==> src/rtl/ctts_pkg.sv <==
package ctts_pkg;
  typedef logic [2:0] field3_t;
  localparam field3_t MODE_EVENT = 3'b110;
  localparam field3_t TSEL_PEER  = 3'b010;
endpackage

==> src/rtl/ctts_edge_sync.sv <==
module ctts_edge_sync #(
  parameter int STAGES = 2
) (
  input  logic clk,
  input  logic rst_n,
  input  logic pin,
  output logic rise
);
  logic [STAGES:0] chain;

  always_ff @(posedge clk or negedge rst_n) begin
    if (!rst_n) chain[0] <= 1'b0;
    else        chain[0] <= pin;
  end

  genvar g;
  generate
    for (g = 1; g <= STAGES; g++) begin : g_stage
      always_ff @(posedge clk or negedge rst_n) begin
        if (!rst_n) chain[g] <= 1'b0;
        else        chain[g] <= chain[g-1];
      end
    end
  endgenerate

  // newest synchronized level high, one older low
  assign rise = chain[STAGES-1] & ~chain[STAGES];
endmodule

==> src/rtl/ctts_timer.sv <==
module ctts_timer
  import ctts_pkg::*;
#(
  parameter int CW = 16
) (
  input  logic          clk,
  input  logic          rst_n,
  input  field3_t       mode,
  input  logic          trig,
  input  logic          cen_set,
  input  logic          cen_clr,
  input  logic          flag_clr,
  output logic [CW-1:0] count,
  output logic          cen,
  output logic          trgif
);
  logic start;
  assign start = trig && (mode == MODE_EVENT);

  always_ff @(posedge clk or negedge rst_n) begin
    if (!rst_n) begin
      cen   <= 1'b0;
      trgif <= 1'b0;
      count <= '0;
    end else begin
      if (start || cen_set) cen <= 1'b1;
      else if (cen_clr)     cen <= 1'b0;
      if (start)            trgif <= 1'b1;
      else if (flag_clr)    trgif <= 1'b0;
      if (cen)              count <= count + 1'b1;
    end
  end
endmodule

==> src/rtl/casc_trig_start.sv <==
module casc_trig_start
  import ctts_pkg::*;
#(
  parameter int CW        = 16,
  parameter int SYNC_DEPTH = 2
) (
  input  logic          clk,
  input  logic          rst_n,
  input  logic          cap0_pin,
  input  logic          msm,
  input  logic [2:0]    m_mode,
  input  logic [2:0]    s_tsel,
  input  logic [2:0]    s_mode,
  input  logic          m_cen_set,
  input  logic          m_cen_clr,
  input  logic          m_flag_clr,
  input  logic          s_cen_set,
  input  logic          s_cen_clr,
  input  logic          s_flag_clr,
  output logic [CW-1:0] m_count,
  output logic [CW-1:0] s_count,
  output logic          m_cen,
  output logic          s_cen,
  output logic          m_trgif,
  output logic          s_trgif
);
  logic cap_rise;
  logic trgo_q;     // primary trigger output, registered toward the peer
  logic self_dly;   // primary's own delayed copy for start alignment
  logic m_trig, s_trig;

  ctts_edge_sync #(.STAGES(SYNC_DEPTH)) u_sync (
    .clk(clk), .rst_n(rst_n), .pin(cap0_pin), .rise(cap_rise)
  );

  always_ff @(posedge clk or negedge rst_n) begin
    if (!rst_n) begin
      trgo_q   <= 1'b0;
      self_dly <= 1'b0;
    end else begin
      trgo_q   <= cap_rise;
      self_dly <= cap_rise;
    end
  end

  assign m_trig = msm ? self_dly : cap_rise;
  assign s_trig = (s_tsel == TSEL_PEER) && trgo_q;

  ctts_timer #(.CW(CW)) u_prim (
    .clk(clk), .rst_n(rst_n), .mode(m_mode), .trig(m_trig),
    .cen_set(m_cen_set), .cen_clr(m_cen_clr), .flag_clr(m_flag_clr),
    .count(m_count), .cen(m_cen), .trgif(m_trgif)
  );

  ctts_timer #(.CW(CW)) u_sec (
    .clk(clk), .rst_n(rst_n), .mode(s_mode), .trig(s_trig),
    .cen_set(s_cen_set), .cen_clr(s_cen_clr), .flag_clr(s_flag_clr),
    .count(s_count), .cen(s_cen), .trgif(s_trgif)
  );
endmodule

==> config.mk <==
export PLATFORM = sky130hd
export DESIGN_NAME = casc_trig_start
export DESIGN_NICKNAME = d
export VERILOG_FILES = /design/src/rtl/ctts_pkg.sv /design/src/rtl/ctts_edge_sync.sv /design/src/rtl/ctts_timer.sv /design/src/rtl/casc_trig_start.sv
export SDC_FILE = /design/constraint.sdc
export NUM_CORES = 1
export LEC_CHECK = 0
export BUFFER_PORTS_ARGS = -buffer_cell sky130_fd_sc_hd__buf_4
export CORE_MARGIN = 2
export CORE_UTILIZATION = 53
export CTS_CLUSTER_SIZE = 10
export DETAILED_ROUTE_END_ITERATION = 7
export PLACE_DENSITY = 0.93
export SYNTH_ARGS = -nofsm -noshare
export SYNTH_HDL_FRONTEND = slang
export SYNTH_SLANG_ARGS = --single-unit
==> constraint.sdc <==
create_clock -name clk -period 2.4 [get_ports clk]
set_input_delay 0.24 -clock clk [delete_from_list [all_inputs] [get_ports clk]]
set_output_delay 0.24 -clock clk [all_outputs]
set_load 0.02 [all_outputs]
After elaboration in Yosys (flattened, before gate mapping):

Cells that the tools add are included.

* flip-flop bits (word level): 40
* input port bits: 19
* output and inout port bits: 36
* word-level logic and storage cells: 35

* add/subtract/negate cells: 2
* eq/ne operators: 3
* mux-type cells: 9
* bitwise gates (word level): 2
* reduce and logical (&&, ||, !) cells: 9

Operator list (number)
* $add A16 B1 Y16 const B: 2
* $mux W1: 9
* $reduce_bool A2 Y1: 4
* $eq A3 B3 Y1 const B: 2
* $eq A3 B2 Y1 const B: 1
* $logic_and A1 B1 Y1: 3
* $logic_or A1 B1 Y1: 2
* $and A1 B1 Y1: 1
* $not A1 Y1: 1

Logic depth before layout (Yosys ltp):

Gate-level depths: netlist of the first run.

* depth in word-level cells: 6
* depth in mapped cells: 5
* mapped depth without buffers: 5

Hierarchy:

From an unflattened synthesis of the first run, not the netlist that was laid out.

* cell total of the unflattened synthesis: 142
* area, all modules: 1756.7 µm²

Modules (own cells, without submodules)
* ctts_timer at u_prim: instances 1, cells each 71, area an instance 825.8 µm², seq. area each 450.4 µm²
* ctts_timer at u_sec: instances 1, cells each 64, area an instance 789.5 µm², seq. area each 450.4 µm²
* ctts_edge_sync: instances 1, cells each 4, area an instance 88.8 µm², seq. area each 75.1 µm²
* casc_trig_start: instances 1, cells each 3, area an instance 52.6 µm², seq. area each 25.0 µm²

Worst setup path after synthesis of the first run:

No wires, ideal clock.

* path kind: register to register
* start point: register u_prim.count[0]
* end point: register u_prim.count[10]
* setup time: 130 ps
* arrival: 1341 ps
* required time: 2270 ps
* slack: 929 ps
* cell stages (with the launch flop): 6
* path buffers: 0
* period minus slack after synthesis: 1471 ps
* cell sequence: dfrtp_1 > ha_1 > nand3_1 > nor3_1 > nand2_1 > xnor2_1

* cells in the longest elaborated chain, start to end: 1

RTL lines
* from (decl): line ctts_timer.sv:13 `output logic [CW-1:0] count,`
* from (signal assigned): line ctts_timer.sv:30 `if (cen) count <= count + 1'b1;`
* $add A16 B1 Y16: line ctts_timer.sv:30

No other way between the ends.
A chain may end at the register's enable or synchronous reset.

Worst setup path after layout of the first run:

* start point: register u_prim.count[0]
* end point: register u_prim.count[12]

The elaborated chain is that of the path after synthesis.

==> results of run 1 <==
sequential cells by signal, summed over array words and instances, names as in the netlist:
signal / cells
u_sec.cen: 1
u_sync.chain: 3
u_prim.cen: 1
u_sec.trgif: 1
self_dly: 1
u_prim.count: 16
u_prim.trgif: 1
u_sec.count: 16
cell families (layout without fill, tap and decap cells):
kind of cell / count (synthesis) / after routing / synth area share (%)
multiplexers: 3 / 3 / 1.91
AND/OR/NAND/NOR: 51 / 51 / 19.5
XOR/XNOR: 30 / 30 / 15.4
buffers and inverters: 6 / 68 / 1.76
AO/OA/AOI/OAI: 4 / 4 / 1.17
adder cells (fa/ha/maj): 2 / 2 / 1.47
flip-flops: 40 / 40 / 58.7
metal layers:
| layer | global-route usage (%) | share of wire [%] | vias up | routed length, um |
|---|---|---|---|---|
| met3 | 4.26 | 4.7 | 5 | 156 |
| met1 | 22.9 | 42 | 581 | 1380 |
| li1 | - | - | 578 | - |
| met4 | 10.2 | 1.8 | 0 | 60 |
| met5 | 0 | 0 | - | 0 |
| met2 | 36.1 | 52 | 36 | 1710 |
report_power, final:
part,internal (W),switching (W)
clock,0.000217,0.000224
combinational,0.000299,0.000314
sequential,0.000795,0.000186
worst max-delay path: cells and delay by family, from the launching register on:
kind	cells	cell delay, ps
AND/OR/NAND/NOR	3	560
flip-flops	1	480
adder cells (fa/ha/maj)	1	230
XOR/XNOR	1	180
metrics by stage:
stage | total power [W] | hold WS, ps | std cells | worst slack, ps
3_5_place_dp | 0.00161 | 239 | 232 | 883
3_3_place_gp | 0.00158 | 229 | 232 | 1020
2_1_floorplan | 0.00132 | -55.6 | 136 | 929
5_1_grt | 0.00214 | 58.1 | 242 | 770
6_report | 0.00203 | 68.5 | 242 | 866
4_1_cts | 0.00206 | 58.4 | 242 | 865
synth_stat cells, drive strengths merged:
master  number
nand3       10
nand4        5
inv          4
nor4bb       1
nor2         7
o21ai        2
a21oi        2
xor2        11
mux2i        1
dfrtp       40
or3          1
nand2       14
nand4b       1
buf          2
ha           2
and4         3
xnor2       19
nor3         2
and3         5
nor2b        1
mux2         2
or2          1
worst paths after layout:
kind / from / to / slack (ps) / cells after the start
min: m_flag_clr / u_prim.trgif / 70 / 2
min in group asynchronous: rst_n / u_prim.count[8] / 370 / 2
max reg2reg: u_prim.count[0] / u_prim.count[12] / 870 / 5
max: u_prim.count[0] / u_prim.count[12] / 870 / 5
max in group asynchronous: rst_n / u_sec.count[5] / 1680 / 2
min reg2reg: u_sync.chain[0] / u_sync.chain[1] / 370 / 0
final cells by class:
cell class / instances / area, sq um
Multi-Input combinational cell: 90 / 673
Fill cell: 224 / 803
Tap cell: 44 / 55.1
Inverter: 4 / 15.0
Timing Repair Buffer: 56 / 425
Clock inverter: 3 / 42.5
Clock buffer: 5 / 37.5
Sequential cell: 40 / 1000
cell usage in the layout, fill, tap and decap left out:
cell type	instances
or3_1	1
and3_1	4
mux2_2	2
nor3_4	1
and4_4	2
nand3_1	9
o21ai_0	2
clkbuf_4	5
dlygate4sd3_1	2
inv_1	4
xor2_1	11
nand4_4	2
or2_1	1
dfrtp_1	40
clkinv_2	1
nor2_4	1
mux2i_1	1
nand4b_1	1
and4_2	1
and3_2	1
bufinv_16	1
xnor2_1	19
nor2b_1	1
nand4_2	1
nand2_1	14
a21oi_1	2
nor3_1	1
clkinvlp_4	1
nor2_1	6
ha_1	2
nand3_2	1
nor4bb_1	1
buf_4	54
nand4_1	2
==> metrics.txt, run 1 <==
Worst Skew=7.95 ps; Final Cell Area=0.00225 sq mm; share of cells above drive strength 1=37.4%; gr usage total=20.3%; post-cts gate resize count=0; initial core utilization=55.8%; routability cong.=0.758; first-pass GRT wire length=5360 um; DR vias=1,200; PortBufs=54; hold buffer count at cts=2; slowest CP cell=dfrtp_1; Netlist Area Pre-Place=0.00170 sq mm; H-Tree Level Count=2; routed len/inst=13.6 um; Synth Net Count=157; antenna-violating nets left=0; Setup-failing EPs final=0; number of global-route vias before repair=1,217; Synth area leader=dfrtp_1; number of antenna violations at the first check in global routing=0; largest net degree at the start of global routing=41; Synth Warn #=0; slowest stage delay, CP=480 ps; die height=60.7 um; Period minus WS final=1530 ps; Critical Path End Type=register; max frequency=652 MHz; hpwl dp=2500 um; maxcap violations=0; Syn Area/Cell=12.5 sq um; top post-synthesis cells by area=dfrtp_1 (59%), xnor2_1 (9.8%), xor2_1 (5.7%); crit path cell chain=ha_1, nand3_1, nor3_1, nand2_1, xnor2_1; Layout area overhead=32.0%; HP Class=input port to register; Clock Sinks=40; CTS root buf=clkbuf_4; drt first pass iters=4; Vias/cell=4.96; final max-slew violation count=0; n_diodes=0; TritonCTS Buffers=5; Final period util=63.9%; setup bufs post-CTS=0; CP Max Fanout=4; utilization after layout=73.7%; Worst-path clk slew=120 ps; die span in x=60.7 um; share of the synthesized area in the top cell type=58.7%; Core Box Area=0.00305 sq mm; critical path class=register to register; total congestion overflow=0; Leakage=1.13 nW; VDD IR max=0.644 mV; synthesized instance count=136; Std-Cell Rows=20; DP Area=0.00215 sq mm; DR DRC count=0; startpoint types=register; register area share after synthesis=58.7%; I/O pin total=55; clk_lat worst skew=350 ps; die area=0.00369 sq mm; CTS tree=yes; Iter 0 DRT Violations=44; CP arrival=1810 ps; Netlist cell types=29; Slew headroom=67.7%; CP required=2670 ps; drt total wl=3300 um; Yosys reg bits=40; clk buf depth=2; PwrDens=904 mW/mm^2; status=complete, no violations; RSZ-0062 raised after global routing=no; Final Hold Viols=0; Final nets=218; final setup TNS=0 ps; actual slew at the worst max-slew pin=485 ps
Power figures use the tool's default switching activity.
==> inputs of run 2 (changes only) <==
--- a/config.mk
+++ b/config.mk
@@ -7,10 +7,10 @@
 export LEC_CHECK = 0
 export BUFFER_PORTS_ARGS = -buffer_cell sky130_fd_sc_hd__buf_4
 export CORE_MARGIN = 2
-export CORE_UTILIZATION = 53
+export CORE_UTILIZATION = 45
 export CTS_CLUSTER_SIZE = 10
 export DETAILED_ROUTE_END_ITERATION = 7
-export PLACE_DENSITY = 0.93
+export PLACE_DENSITY = 0.85
 export SYNTH_ARGS = -nofsm -noshare
 export SYNTH_HDL_FRONTEND = slang
 export SYNTH_SLANG_ARGS = --single-unit
==> constraint.sdc (replaced) <==
create_clock -name clk -period 1.4 [get_ports clk]
set_input_delay 0.14 -clock clk [delete_from_list [all_inputs] [get_ports clk]]
set_output_delay 0.14 -clock clk [all_outputs]
set_load 0.02 [all_outputs]
==> run 2 against run 1 <==
Sequential share of layout area decreased by 1.8 points. Die area increased by 17%. Via count increased by 2.2%. Flip-flop and latch count unchanged. Clock power increased by 56%. Wire length decreased by 2.2%. Global-route usage decreased by 2.7 points. Critical path type unchanged. Largest power group unchanged. Highest routed layer unchanged.
==> metrics.txt, run 2 (same netlist as run 1, synthesis figures left out) <==
final max-slew violation count=0 (unchanged); routability cong.=0.748 (was 0.758); routed len/inst=12.6 um (was 13.6 um); I/O pin total=55 (unchanged); drt total wl=3230 um (was 3300 um); Worst-path clk slew=70 ps (was 120 ps); final-layout fill cell count=305 (was 224); Vias/cell=4.77 (was 4.96); die height=65.5 um (was 60.7 um); Setup-failing EPs final=0 (unchanged); initial core utilization=46.5% (was 55.8%); hpwl dp=2380 um (was 2500 um); Top Registers=u_prim.count (16), u_sec.count (16), u_sync.chain (3) (unchanged); die area=0.00430 sq mm (was 0.00369 sq mm); PortBufs=54 (unchanged); largest net degree at the start of global routing=41 (unchanged); PwrDens=1550 mW/mm^2 (was 904 mW/mm^2); clk_lat worst skew=290 ps (was 350 ps); Final period util=94.4% (was 63.9%); n_diodes=0 (unchanged); Leakage=1.18 nW (was 1.13 nW); Switching Fraction=34.4% (was 35.6%); max frequency=757 MHz (was 652 MHz); number of global-route vias before repair=1,334 (was 1,217); clk buf depth=2 (unchanged); share of power burned in registers=44.0% (was 48.2%); actual slew at the worst max-slew pin=487 ps (was 485 ps); Period minus WS final=1320 ps (was 1530 ps); RSZ-0062 raised after global routing=yes (was no); Layout area overhead=38.6% (was 32.0%); Clock power frac=18.9% (was 21.7%); commonest non-fill, non-tap cells in the layout=buf_4 (67), dfrtp_1 (34), xnor2_1 (19), nand2_1 (14), xor2_1 (11) (was buf_4 (54), dfrtp_1 (40), xnor2_1 (19), nand2_1 (14), xor2_1 (11)); CP arrival=1530 ps (was 1810 ps); Psw=0.00126 W (was 0.000724 W); Critical Path End Type=register (unchanged); Std-Cell Rows=22 (was 20); DP Area=0.00222 sq mm (was 0.00215 sq mm); critical path class=register to register (unchanged); startpoint types=register (unchanged); number of antenna violations at the first check in global routing=0 (unchanged); Final nets=231 (was 218); Worst Skew=4.28 ps (was 7.95 ps); drt first pass iters=2 (was 4); HP Class=input port to register (unchanged); Slew headroom=67.5% (was 67.7%); Core Box Area=0.00366 sq mm (was 0.00305 sq mm); DR vias=1,226 (was 1,200); Comb pwr share=37.1% (was 30.1%); CTS root buf=clkbuf_8 (was clkbuf_4); internal power=0.00240 W (was 0.00131 W); Final Hold Viols=0 (unchanged); share of cells above drive strength 1=44.5% (was 37.4%); maxcap violations=0 (unchanged); Final Cell Area=0.00236 sq mm (was 0.00225 sq mm); DR DRC count=0 (unchanged); TritonCTS Buffers=5 (unchanged); CP Max Fanout=4 (unchanged); total congestion overflow=0 (unchanged); Iter 0 DRT Violations=55 (was 44); die span in x=65.5 um (was 60.7 um); H-Tree Level Count=2 (unchanged); antenna-violating nets left=0 (unchanged); VDD IR max=1.14 mV (was 0.644 mV); status=complete, no violations (unchanged); CP required=1610 ps (was 2670 ps); final setup TNS=0 ps (unchanged); gr usage total=17.6% (was 20.3%); CTS tree=yes (unchanged); commonest non-fill, non-tap cell in the layout=buf_4 (unchanged); Clock Sinks=40 (unchanged); first-pass GRT wire length=5710 um (was 5360 um)
run 2: layer usage:
metal | routed length (um) | vias to the layer above | global-route usage, % | share of wire [%]
met1 | 1310 | 584 | 20.4 | 41
met4 | 49 | 0 | 7.81 | 1.5
met3 | 185 | 7 | 4.62 | 5.7
li1 | - | 596 | - | -
met5 | 0 | - | 0 | 0
met2 | 1680 | 39 | 30.4 | 52
run 2: power groups by stage:
stage               Combinational [W]  Sequential [W]  Clock (W)
finish                        0.00136         0.00161   0.000690
floorplan                    0.000379         0.00190          0
detailed placement            0.00126         0.00163          0
global placement              0.00122         0.00162          0
global route                  0.00148         0.00165   0.000773
CTS                           0.00127         0.00162   0.000710
run 2: worst max-delay path, stage by stage, from the launching register on:
cell     delay [ps]
dfrtp_1         400
ha_2            210
nand3_1         100
or2_1           260
nor2_1          120
xor2_1          150
run 2: metrics by stage:
stage          hold slack [ps]  setup slack, ps  power (W)  cells  util, %
2_1_floorplan             -156             10.2    0.00228    136        -
3_3_place_gp               141             19.4    0.00285    245     60.8
3_5_place_dp               144            -28.9    0.00289    245     60.8
4_1_cts                   30.3             13.1    0.00359    253     63.4
5_1_grt                   36.8            -27.8    0.00390    257     64.5
6_report                  36.4             78.4    0.00366    257     64.5
run 2: final timing paths:
check                      depth (start not counted)         endpoint  slack [ps]             from
min in group asynchronous                          2     u_prim.trgif         360            rst_n
setup / recovery                                   5  u_sec.count[12]          80   u_sec.count[0]
max in group asynchronous                          2  u_prim.count[6]         680            rst_n
hold / removal                                     2      u_sec.trgif          40       s_flag_clr
setup reg to reg                                   5  u_sec.count[12]          80   u_sec.count[0]
hold reg to reg                                    0  u_sync.chain[1]         370  u_sync.chain[0]
run 2: layout make-up:
| class | instances | area, sq um | area share [%] |
|---|---|---|---|
| clock buffers | 6 | 72.6 | 3.07 |
| well taps | 48 | 60.1 | 2.54 |
| multi-input cells | 90 | 683 | 28.9 |
| repair buffers | 69 | 523 | 22.1 |
| flip-flops and latches | 40 | 1010 | 42.7 |
| inverters | 4 | 15.0 | 0.636 |
run 2: what timing repair did:
item	4_1_cts	5_1_grt
pin swaps	0	0
setup endpoints to repair	1	8
buffers inserted	0	4
endpoints found under the hold margin	41	0
hold buffers	2	0
resized for setup	1	6
